`src/rtl/nib_pkg.sv`:
```
package nib_pkg;
  localparam int NIB = 4;

  typedef enum logic [1:0] {
    CIN_CHAIN = 2'd0,
    CIN_DATA  = 2'd1,
    CIN_ONE   = 2'd2,
    CIN_ZERO  = 2'd3
  } cin_src_e;
endpackage

```
`src/rtl/nib_cin_mux.sv`:
```
module nib_cin_mux
  import nib_pkg::*;
(
  input  cin_src_e sel,
  input  logic     chain_in,
  input  logic     data_in,
  output logic     cin
);
  always_comb begin
    unique case (sel)
      CIN_CHAIN: cin = chain_in;
      CIN_DATA:  cin = data_in;
      CIN_ONE:   cin = 1'b1;
      default:   cin = 1'b0;
    endcase
  end
endmodule

```
`src/rtl/nib_bit_cell.sv`:
```
module nib_bit_cell (
  input  logic a,
  input  logic b,
  input  logic inv_b,
  input  logic cin,
  output logic sum,
  output logic cout
);
  logic b_eff, gen, prop;

  always_comb begin
    b_eff = b ^ inv_b;
    gen   = a & b_eff;
    prop  = a ^ b_eff;
    sum   = prop ^ cin;
    cout  = gen | (prop & cin);
  end

  // the gate-level cell agrees with a two-bit arithmetic sum
  always_comb begin
    assert_cell_sum_R1: assert ({cout, sum} == (2'(a) + 2'(b ^ inv_b) + 2'(cin)))
      else $error("cell sum mismatch");
  end
endmodule

```
`src/rtl/nib_slice.sv`:
```
module nib_slice
  import nib_pkg::*;
(
  input  logic [NIB-1:0] a,
  input  logic [NIB-1:0] b,
  input  logic           inv_b,
  input  cin_src_e       cin_sel,
  input  logic           chain_in,
  input  logic           data_in,
  output logic [NIB-1:0] res,
  output logic           cout,
  output logic           ovf
);
  logic [NIB:0] rip;

  nib_cin_mux u_cin (
    .sel      (cin_sel),
    .chain_in (chain_in),
    .data_in  (data_in),
    .cin      (rip[0])
  );

  for (genvar i = 0; i < NIB; i++) begin : g_cell
    nib_bit_cell u_cell (
      .a     (a[i]),
      .b     (b[i]),
      .inv_b (inv_b),
      .cin   (rip[i]),
      .sum   (res[i]),
      .cout  (rip[i+1])
    );
  end

  assign cout = rip[NIB];
  assign ovf  = rip[NIB-1] ^ rip[NIB];

  // slice carry-out is the top bit of the 5-bit sum
  always_comb begin
    assert_slice_carry_R4: assert ({cout, res} ==
        ((NIB+1)'(a) + (NIB+1)'(b ^ {NIB{inv_b}}) + (NIB+1)'(rip[0])))
      else $error("slice carry mismatch");
  end
endmodule

```
`src/rtl/nib_cout_gate.sv`:
```
module nib_cout_gate (
  input  logic       carry,
  input  logic [1:0] en,
  output logic       to_chain,
  output logic       to_flag
);
  assign to_chain = carry & en[0];
  assign to_flag  = carry & en[1];
endmodule

```
`src/rtl/nib_ripple_chain.sv`:
```
module nib_ripple_chain
  import nib_pkg::*;
#(
  parameter int NUM_SLICES = 2
) (
  input  logic [NUM_SLICES*4-1:0] opnd_a,
  input  logic [NUM_SLICES*4-1:0] opnd_b,
  input  logic                    op_sub,
  input  logic [1:0]              cin_src,
  input  logic                    chain_in,
  input  logic                    cin_data,
  input  logic [1:0]              cout_en,
  output logic [NUM_SLICES*4-1:0] result,
  output logic                    cout_chain,
  output logic                    cout_flag,
  output logic                    ovf
);
  localparam int W = NUM_SLICES * NIB;

  logic [NUM_SLICES:0]   carry;
  logic [NUM_SLICES-1:0] slice_ovf;

  assign carry[0] = chain_in;

  for (genvar k = 0; k < NUM_SLICES; k++) begin : g_slice
    localparam cin_src_e SEL_FIXED = CIN_CHAIN;
    cin_src_e sel_k;
    logic     data_k;
    if (k == 0) begin : g_low
      assign sel_k  = cin_src_e'(cin_src);
      assign data_k = cin_data;
    end else begin : g_upper
      assign sel_k  = SEL_FIXED;
      assign data_k = 1'b0;
    end

    nib_slice u_slice (
      .a        (opnd_a[k*NIB +: NIB]),
      .b        (opnd_b[k*NIB +: NIB]),
      .inv_b    (op_sub),
      .cin_sel  (sel_k),
      .chain_in (carry[k]),
      .data_in  (data_k),
      .res      (result[k*NIB +: NIB]),
      .cout     (carry[k+1]),
      .ovf      (slice_ovf[k])
    );

    // the per-slice overflow matches the sign rule on that slice's top bit
    always_comb begin
      assert_slice_ovf_R6: assert (slice_ovf[k] ==
          ((opnd_a[k*NIB+NIB-1] == (opnd_b[k*NIB+NIB-1] ^ op_sub)) &&
           (result[k*NIB+NIB-1] != opnd_a[k*NIB+NIB-1])))
        else $error("overflow sign rule mismatch");
    end
  end

  assign ovf = slice_ovf[NUM_SLICES-1];

  nib_cout_gate u_gate (
    .carry    (carry[NUM_SLICES]),
    .en       (cout_en),
    .to_chain (cout_chain),
    .to_flag  (cout_flag)
  );

  // outputs are 0 when disabled and agree when both are enabled
  always_comb begin
    assert_cout_disabled_R5: assert (!(cout_chain && !cout_en[0]) && !(cout_flag && !cout_en[1]))
      else $error("disabled carry output active");
    assert_cout_both_R5: assert (cout_en != 2'b11 || cout_chain == cout_flag)
      else $error("carry outputs disagree");
  end

  // subtract with a forced carry-in of one yields a - b
  always_comb begin
    assert_sub_diff_R2: assert (!(op_sub && cin_src == 2'd2) ||
                                result == W'(opnd_a - opnd_b))
      else $error("difference mismatch");
  end
endmodule

```
`config.mk`:
```
export PLATFORM = sky130hd
export DESIGN_NAME = nib_ripple_chain
export DESIGN_NICKNAME = d
export VERILOG_FILES = /design/src/rtl/nib_pkg.sv /design/src/rtl/nib_cin_mux.sv /design/src/rtl/nib_bit_cell.sv /design/src/rtl/nib_slice.sv /design/src/rtl/nib_cout_gate.sv /design/src/rtl/nib_ripple_chain.sv
export SDC_FILE = /design/constraint.sdc
export NUM_CORES = 1
export LEC_CHECK = 0
export BUFFER_PORTS_ARGS = -buffer_cell sky130_fd_sc_hd__buf_2
export CORE_AREA = 8 8 45 47
export DETAILED_ROUTE_END_ITERATION = 16
export DIE_AREA = 0 0 53 55
export GPL_ROUTABILITY_DRIVEN = 0
export PLACE_DENSITY = 0.66
export RECOVER_POWER = 50
export SKIP_LAST_GASP = 1
export SYNTH_ARGS = -nofsm -noshare
export SYNTH_HDL_FRONTEND = slang
export SYNTH_SLANG_ARGS = --single-unit
export TNS_END_PERCENT = 30
```
`constraint.sdc`:
```
create_clock -name vclk -period 8.96
set_clock_uncertainty 0.15 [all_clocks]
set_input_delay 1.344 -clock vclk [all_inputs]
set_output_delay 1.344 -clock vclk [all_outputs]
set_load 0.05 [all_outputs]
```
After elaboration in Yosys (flattened, before gate mapping)
Index checks and enable logic that the tools add are counted.
Widths: inputs -> output; s select.

storage, ports and cells
  memories = 0
  logic and storage cells = 55
  latch bits = 0
  bits in writable memories = 0
  output and inout port bits = 11
  memory bits (read-only) = 0
  bits in registers = 0

cells by class
  reductions and logical operators = 1
  $lt $le $gt $ge = 0
  bitwise gates (word level) = 51
  eq/ne operators = 2
  div/mod/pow operators = 0
  multipliers = 0
  shift-type cells = 0
  muxes and demuxes = 1
  $add $sub $neg = 0

operators with widths
  operator            number
  $xor 1x1->1         25
  $and 1x1->1         18
  $or 1x1->1          8
  $pmux 1 s3          1
  $eq 2x1->1 const B  1
  $eq 2x2->1 const B  1
  $logic_not 2->1     1

Depth between registers and ports, before layout
Gate-level depths: netlist of run 1.

  depth after elaboration = 19
  mapped depth = 12
  gate-level depth less buffers = 11

Cells and area by module
A second synthesis of run 1 with hierarchy kept.

second synthesis, totals
  cells, all modules = 59
  area, all modules = 431.7 um^2

modules (own cells, without submodules)
  module            times used  cells an instance  area an instance (um^2)  sequential area each (um^2)
  nib_bit_cell      8           6                  43.8                     0.0
  nib_cin_mux       2           3                  23.8                     0.0
  nib_slice         2           1                  8.8                      0.0
  nib_cout_gate     1           2                  12.5                     0.0
  nib_ripple_chain  1           1                  3.8                      0.0

Worst setup path before layout of run 1
No wires, ideal clock.

  path kind = input-to-output
  start = input port op_sub
  end = output port ovf
  data arrival time = 5.572 ns
  cell stages on the path = 11
  slack = 1.894 ns
  cell sequence = buf_6 -> xnor2_1 -> fa_1 -> fa_1 -> fa_1 -> fa_1 -> fa_1 -> fa_1 -> fa_1 -> fa_1 -> xor2_1

between the ends
  word-level cells in the longest chain between the ends = 19

RTL lines
  what                RTL line                text
  start: declaration  nib_ripple_chain.sv:8   input logic op_sub,
  $xor 1x1->1         nib_bit_cell.sv:12      b_eff = b ^ inv_b;
  $xor 1x1->1         nib_bit_cell.sv:14      prop = a ^ b_eff;
  $and 1x1->1         nib_bit_cell.sv:16      cout = gen | (prop & cin);
  $or 1x1->1          nib_bit_cell.sv:16
  $and 1x1->1         nib_bit_cell.sv:16
  $or 1x1->1          nib_bit_cell.sv:16
  $and 1x1->1         nib_bit_cell.sv:16
  $or 1x1->1          nib_bit_cell.sv:16
  [3 not listed]      -
  $or 1x1->1          nib_bit_cell.sv:16
  $and 1x1->1         nib_bit_cell.sv:16
  $or 1x1->1          nib_bit_cell.sv:16
  $and 1x1->1         nib_bit_cell.sv:16
  $or 1x1->1          nib_bit_cell.sv:16
  $and 1x1->1         nib_bit_cell.sv:16
  $or 1x1->1          nib_bit_cell.sv:16
  $xor 1x1->1 *       nib_slice.sv:35         assign ovf = rip[NIB-1] ^ rip[NIB];
  end: declaration    nib_ripple_chain.sv:16  output logic ovf

Every way passes the cells marked *; elsewhere a longest branch is shown, timed or not.

Final worst setup path of run 1
Ends and elaborated chain as after synthesis.

==> results.md, run 1 <==
* Final min period at 6.872 ns
* Startpoint types: input pin
* CP Max Fanout at 8
* Setup repair bufs after CTS at 0
* Layout cells sized above 1 at 40.28%
* Max-slew headroom at between 60% and 70%
* Sequential cells at 0
* Fin util at between 30% and 40%
* Die Wd at about 53 um
* Critical path class: input pin to output port
* Crit path DAT at ~5.4 ns
* Post-CTS sizing at 0
* First-pass GRT wire length at 1428 um
* Delay-heaviest family, CP: adder cells
* Worst VDD drop at 57.42 uV
* Wirelength per Cell at around 10 um
* Maxcap violations at 0
* Commonest non-fill, non-tap cell in the layout: buf_2
* Number of global-route vias before repair at 370
* Fmax achieved at 0.1455 GHz
* Most frequent cells in the layout: buf_2, inv_1, xnor2_1, fa_1, clkbuf_1
* Comb pwr share at 100.0%
* Crit. path cell count at 12
* Crit path largest cell delay at 0.46 ns
* Final-layout clock buffer total at 0
* Combinational family with the most area after synthesis: adder cells
* # DRC at 0
* Worst Path Buf+Inv at 2
* P_sw at between 60 and 70 uW
* Cell Chain, Critical Path: buf_2 -> xnor2_1 -> fa_1 -> fa_1 -> fa_1 -> fa_1 -> fa_1 -> fa_1 -> fa_1 -> fa_1 -> xor2_1 -> buf_2
* Flop pwr share at 0%
* Power per cell area at around 170 nW/um2
* Ys Warns at 0
* Syn-to-layout area delta at 28.04%
* Status: complete, no violations
* Part of the cycle the worst path needs at 76.69%
* Largest net degree at the start of global routing at 9
* Synth Area per Inst at 8.545 um2
* Cells after Synth at between 40 and 50
* Adder-Cell Fraction of Synth Area at 39.88%
* Vias at 333
* Setup-violating endpoint count in the final report at 0
* Pint at about 21 uW
* Hold Path Class: input pin to output port
* Grt ovf at 0
* Most frequent CP cell: fa_1
* TNS Setup at 0 ns
* Initial antenna violation count at 0
* Hold_buf cts at 0
* Sequential cell area fraction in the yosys report at 0%
* Antenna diode count at 0
* Syn Std Cell Area at 401.6 um2
* Starting DRC count in detailed routing at 0
* Unrepaired setup endpoints after global routing: no
* Leak pwr at 0.0002958 uW
* Nets at 105
* Starting Density at 29.02%
* Post-synthesis mux area share at 0%
* Clock power share at 0%
* Final HPWL DP at approximately 820 um
* Hold depth at 3
* Post-Synth XOR/XNOR Area at 19.63%
* Row cnt at 14
* Vias per cell at ~3.8
* Syn nets at 78
* IO buf count at 34
* Critical Path RT at 7.47 ns
* Die Ht at 55 um
* Global Route Usage Sum at under 10%
* Synth Area in Compound Gates at approximately 1.9%
* Actual slew at the worst max-slew pin at between 0.6 and 0.7 ns
* Setup crit end kind: output port
* Final hold vios at 0
* Core Footprint at ~1400 um2
* Switching Share at 75.55%
* Register Area at 0 um2
* Drt total wl at 859 um
* DRT antenna net count at 0
* Die Area at 2915 um2
* First-pass DRT Iterations at 1
* Slowest CP cell: fa_1
* Post-synthesis simple-gate area fraction at 5.919%
* Unique cell type count in the Yosys netlist at 10
* Slew Limit Fails at 0
* Num ports at 34
-- final timing paths --
path	start	end	slack (ns)
worst max-delay path	op_sub	ovf	2.09
worst min-delay path	cout_en[1]	cout_flag	2.95
-- area by class of cell --
type | instances | area, um2
Fill cell | 154 | 869.6
Tap cell | 16 | 20.02
Multi-Input combinational cell | 22 | 270.3
Inverter | 16 | 60.06
Timing Repair Buffer | 34 | 163.9
-- cell families after synthesis --
| logic type | Yosys count |
|---|---|
| adder cells (fa/ha/maj) | 8 |
| AO/OA/AOI/OAI | 1 |
| XOR/XNOR | 9 |
| AND/OR/NAND/NOR | 4 |
| buffers and inverters | 25 |
-- power by group through the flow --
stage                     combinational, uW  sequential, uW  clock, uW
after floorplan                        84.0               0          0
after global placement                 88.3               0          0
after detailed placement               89.2               0          0
after CTS                              89.4               0          0
after global routing                   93.4               0          0
final                                  86.1               0          0
-- routing by layer --
| metal | GRT usage (%) | vias up | part of all wire (%) |
|---|---|---|---|
| met5 | 0 | - | 0 |
| met4 | 0 | 0 | 0 |
| met3 | 1.872 | 0 | 17 |
| met2 | 9.375 | 27 | 41 |
| met1 | 7.883 | 138 | 42 |
| li1 | - | 168 | - |
-- synth_stat cells, drive strengths merged --
cell type	n	area, um2
nor2	1	3.750
fa	8	160.2
buf	9	71.32
xnor2	8	70.07
o21a	1	7.510
xor2	1	8.760
nand3b	1	7.510
inv	16	60.06
nor2b	2	12.51
-- stage by stage --
step           hold WS, ns  worst slack (ns)  instance area (um2)  instances  total power [uW]
5_1_grt              2.961             1.921                514.2         88             93.41
2_1_floorplan        2.811             1.894                401.6         47             83.97
3_3_place_gp         2.946             2.107                520.5         88             88.26
6_report             2.950             2.088                514.2         88             86.12
4_1_cts              2.952             2.053                520.5         88             89.35
3_5_place_dp         2.951             2.064                520.5         88             89.18
-- tightest hold or removal path, delay by kind of cell --
family	cells	cell delay [ns]
and+or+nand+nor	1	0.12
buffers and inverters	2	0.29
Power figures use the tool's default switching activity.
==> run 2: changes to the inputs <==
- PLACE_DENSITY: 0.66 -> 0.68
- clock period: 8.96 -> 6.01 ns (I/O delays scaled with it)
==> results.md, run 2 (synthesis results as in run 1) <==
* Layout cells sized above 1 at 46.58% (+6.3 points)
* Starting DRC count in detailed routing at 0 (unchanged)
* Grt ovf at 0 (unchanged)
* Post-DP Area at 535.5 um2 (+2.9%)
* Setup crit end kind: output port
* IO buf count at 34 (unchanged)
* Crit path DAT at 4.79 ns (-0.59 ns)
* Syn-to-layout area delta at 35.20%
* Setup repair bufs after CTS at 0 (unchanged)
* Worst VDD drop at 121.8 uV (+110%)
* Leak pwr at 0.0003043 uW (+2.9%)
* Num ports at 34 (unchanged)
* Drt total wl at 878 um (+2.2%)
* # DRC at 0 (unchanged)
* Fillers at 151 (-1.9%)
* Commonest non-fill, non-tap cell in the layout: buf_2
* Power per cell area at 248.3 nW/um2 (+48%)
* Status: complete, no violations
* Actual slew at the worst max-slew pin at 0.6046 ns (+0.002306 ns)
* First-pass DRT Iterations at 1 (unchanged)
* Met2 routed WL at 367 um (+5.5%)
* Final worst setup slack at 0.1635 ns (-1.925 ns)
* Register Area at 0 um2 (unchanged)
* Unrepaired setup endpoints after global routing: no
* Highest Signal Layer: met3
* Vias at 340 (+2.1%)
* Starting Density at 29.02% (unchanged)
* Critical Path RT at 4.96 ns (-2.51 ns)
* DR WL met3 at 154 um (+3.4%)
* Placed insts at 89 (+1.1%)
* Hold Path Class: input pin to output port
* Final-layout clock buffer total at 0 (unchanged)
* Worst slack at placement at -0.05781 ns (-2.122 ns)
* Slew Limit Fails at 0 (unchanged)
* Finished Cell Area at 543.0 um2 (+5.6%)
* Setup-violating endpoint count in the final report at 0 (unchanged)
* Fmax achieved at 0.1710 GHz
* Wirelength per Cell at 9.865 um (+1.1%)
* Antenna diode count at 0 (unchanged)
* Max-slew headroom at 59.86% (-0.15 points)
* Global Route Usage Sum at 5.879% (+0.052 points)
* Vias per cell at 3.820 (+0.95%)
* Die Ht at 55 um (unchanged)
* Startpoint types: input pin
* Die Area at 2915 um2 (unchanged)
* Final hold vios at 0 (unchanged)
* Hold_buf cts at 0 (unchanged)
* Initial antenna violation count at 0 (unchanged)
* Row cnt at 14 (unchanged)
* Fin util at 39.24% (+2.1 points)
* Most frequent cells in the layout: buf_2, inv_1, xnor2_1, fa_1, clkbuf_1
* Core Footprint at 1384 um2 (unchanged)
* Part of the cycle the worst path needs at 97.28%
* Largest net degree at the start of global routing at 8 (-1)
* Critical path class: input pin to output port
* DRT antenna net count at 0 (unchanged)
* Final min period at approximately 5.8 ns
* Number of global-route vias before repair at 363 (-1.9%)
* Sequential cells at 0 (unchanged)
* Maxcap violations at 0 (unchanged)
* Metal1 wirelength at 357 um (-1.4%)
* Die Wd at 53 um (unchanged)
* TNS Setup at 0 ns (unchanged)
* Nets at 106 (+0.95%)
* CP Max Fanout at 3 (-5)
* First-pass GRT wire length at 1421 um (-0.49%)
* Final HPWL DP at 842.2 um (+2.6%)
* Hold depth at 3 (unchanged)
* Final std cells w/o fill at 89 (+1.1%)
[run 2: cell type report]
cell class | count | area, um2 | area share, %
inverters | 16 | 60.06 | 11.06
well taps | 16 | 20.02 | 3.687
multi-input cells | 22 | 282.8 | 52.07
repair buffers | 35 | 180.2 | 33.18
[run 2: what timing repair did]
item | CTS | global route
resized for setup | 2 | 3
hold endpoints to repair | 0 | 0
setup endpoints to repair | 3 | 4
[run 2: metal layers]
metal / vias up / global-route usage, %
li1: 169 / -
met1: 145 / 8.179
met2: 26 / 9.375
met3: 0 / 1.604
met4: 0 / 0
met5: - / 0
[run 2: final timing paths]
path                        from  slack (ns)         to
worst max-delay path  cin_src[1]        0.16        ovf
worst min-delay path  cout_en[1]        2.04  cout_flag
[run 2: critical path, cell delays in order]
cell      delay [ns]
buf_2           0.10
nand3b_1        0.15
o21a_1          0.12
fa_1            0.38
fa_1            0.39
fa_1            0.39
fa_1            0.39
fa_1            0.38
fa_1            0.39
fa_2            0.40
fa_2            0.41
xor2_2          0.17
buf_4           0.21
[run 2: power by group]
group	internal, uW	total [uW]	switching (uW)	leakage (uW)
clock network	0	0	0	0
logic	36.0	135	98.8	0.000304
registers	0	0	0	0
[run 2: stage by stage]
stage | hold WS [ns] | total power (uW)
2_1_floorplan | 1.926 | 126.7
3_3_place_gp | 2.057 | 133.6
3_5_place_dp | 2.061 | 135.6
4_1_cts | 2.045 | 137.6
5_1_grt | 2.047 | 146.5
6_report | 2.042 | 134.9
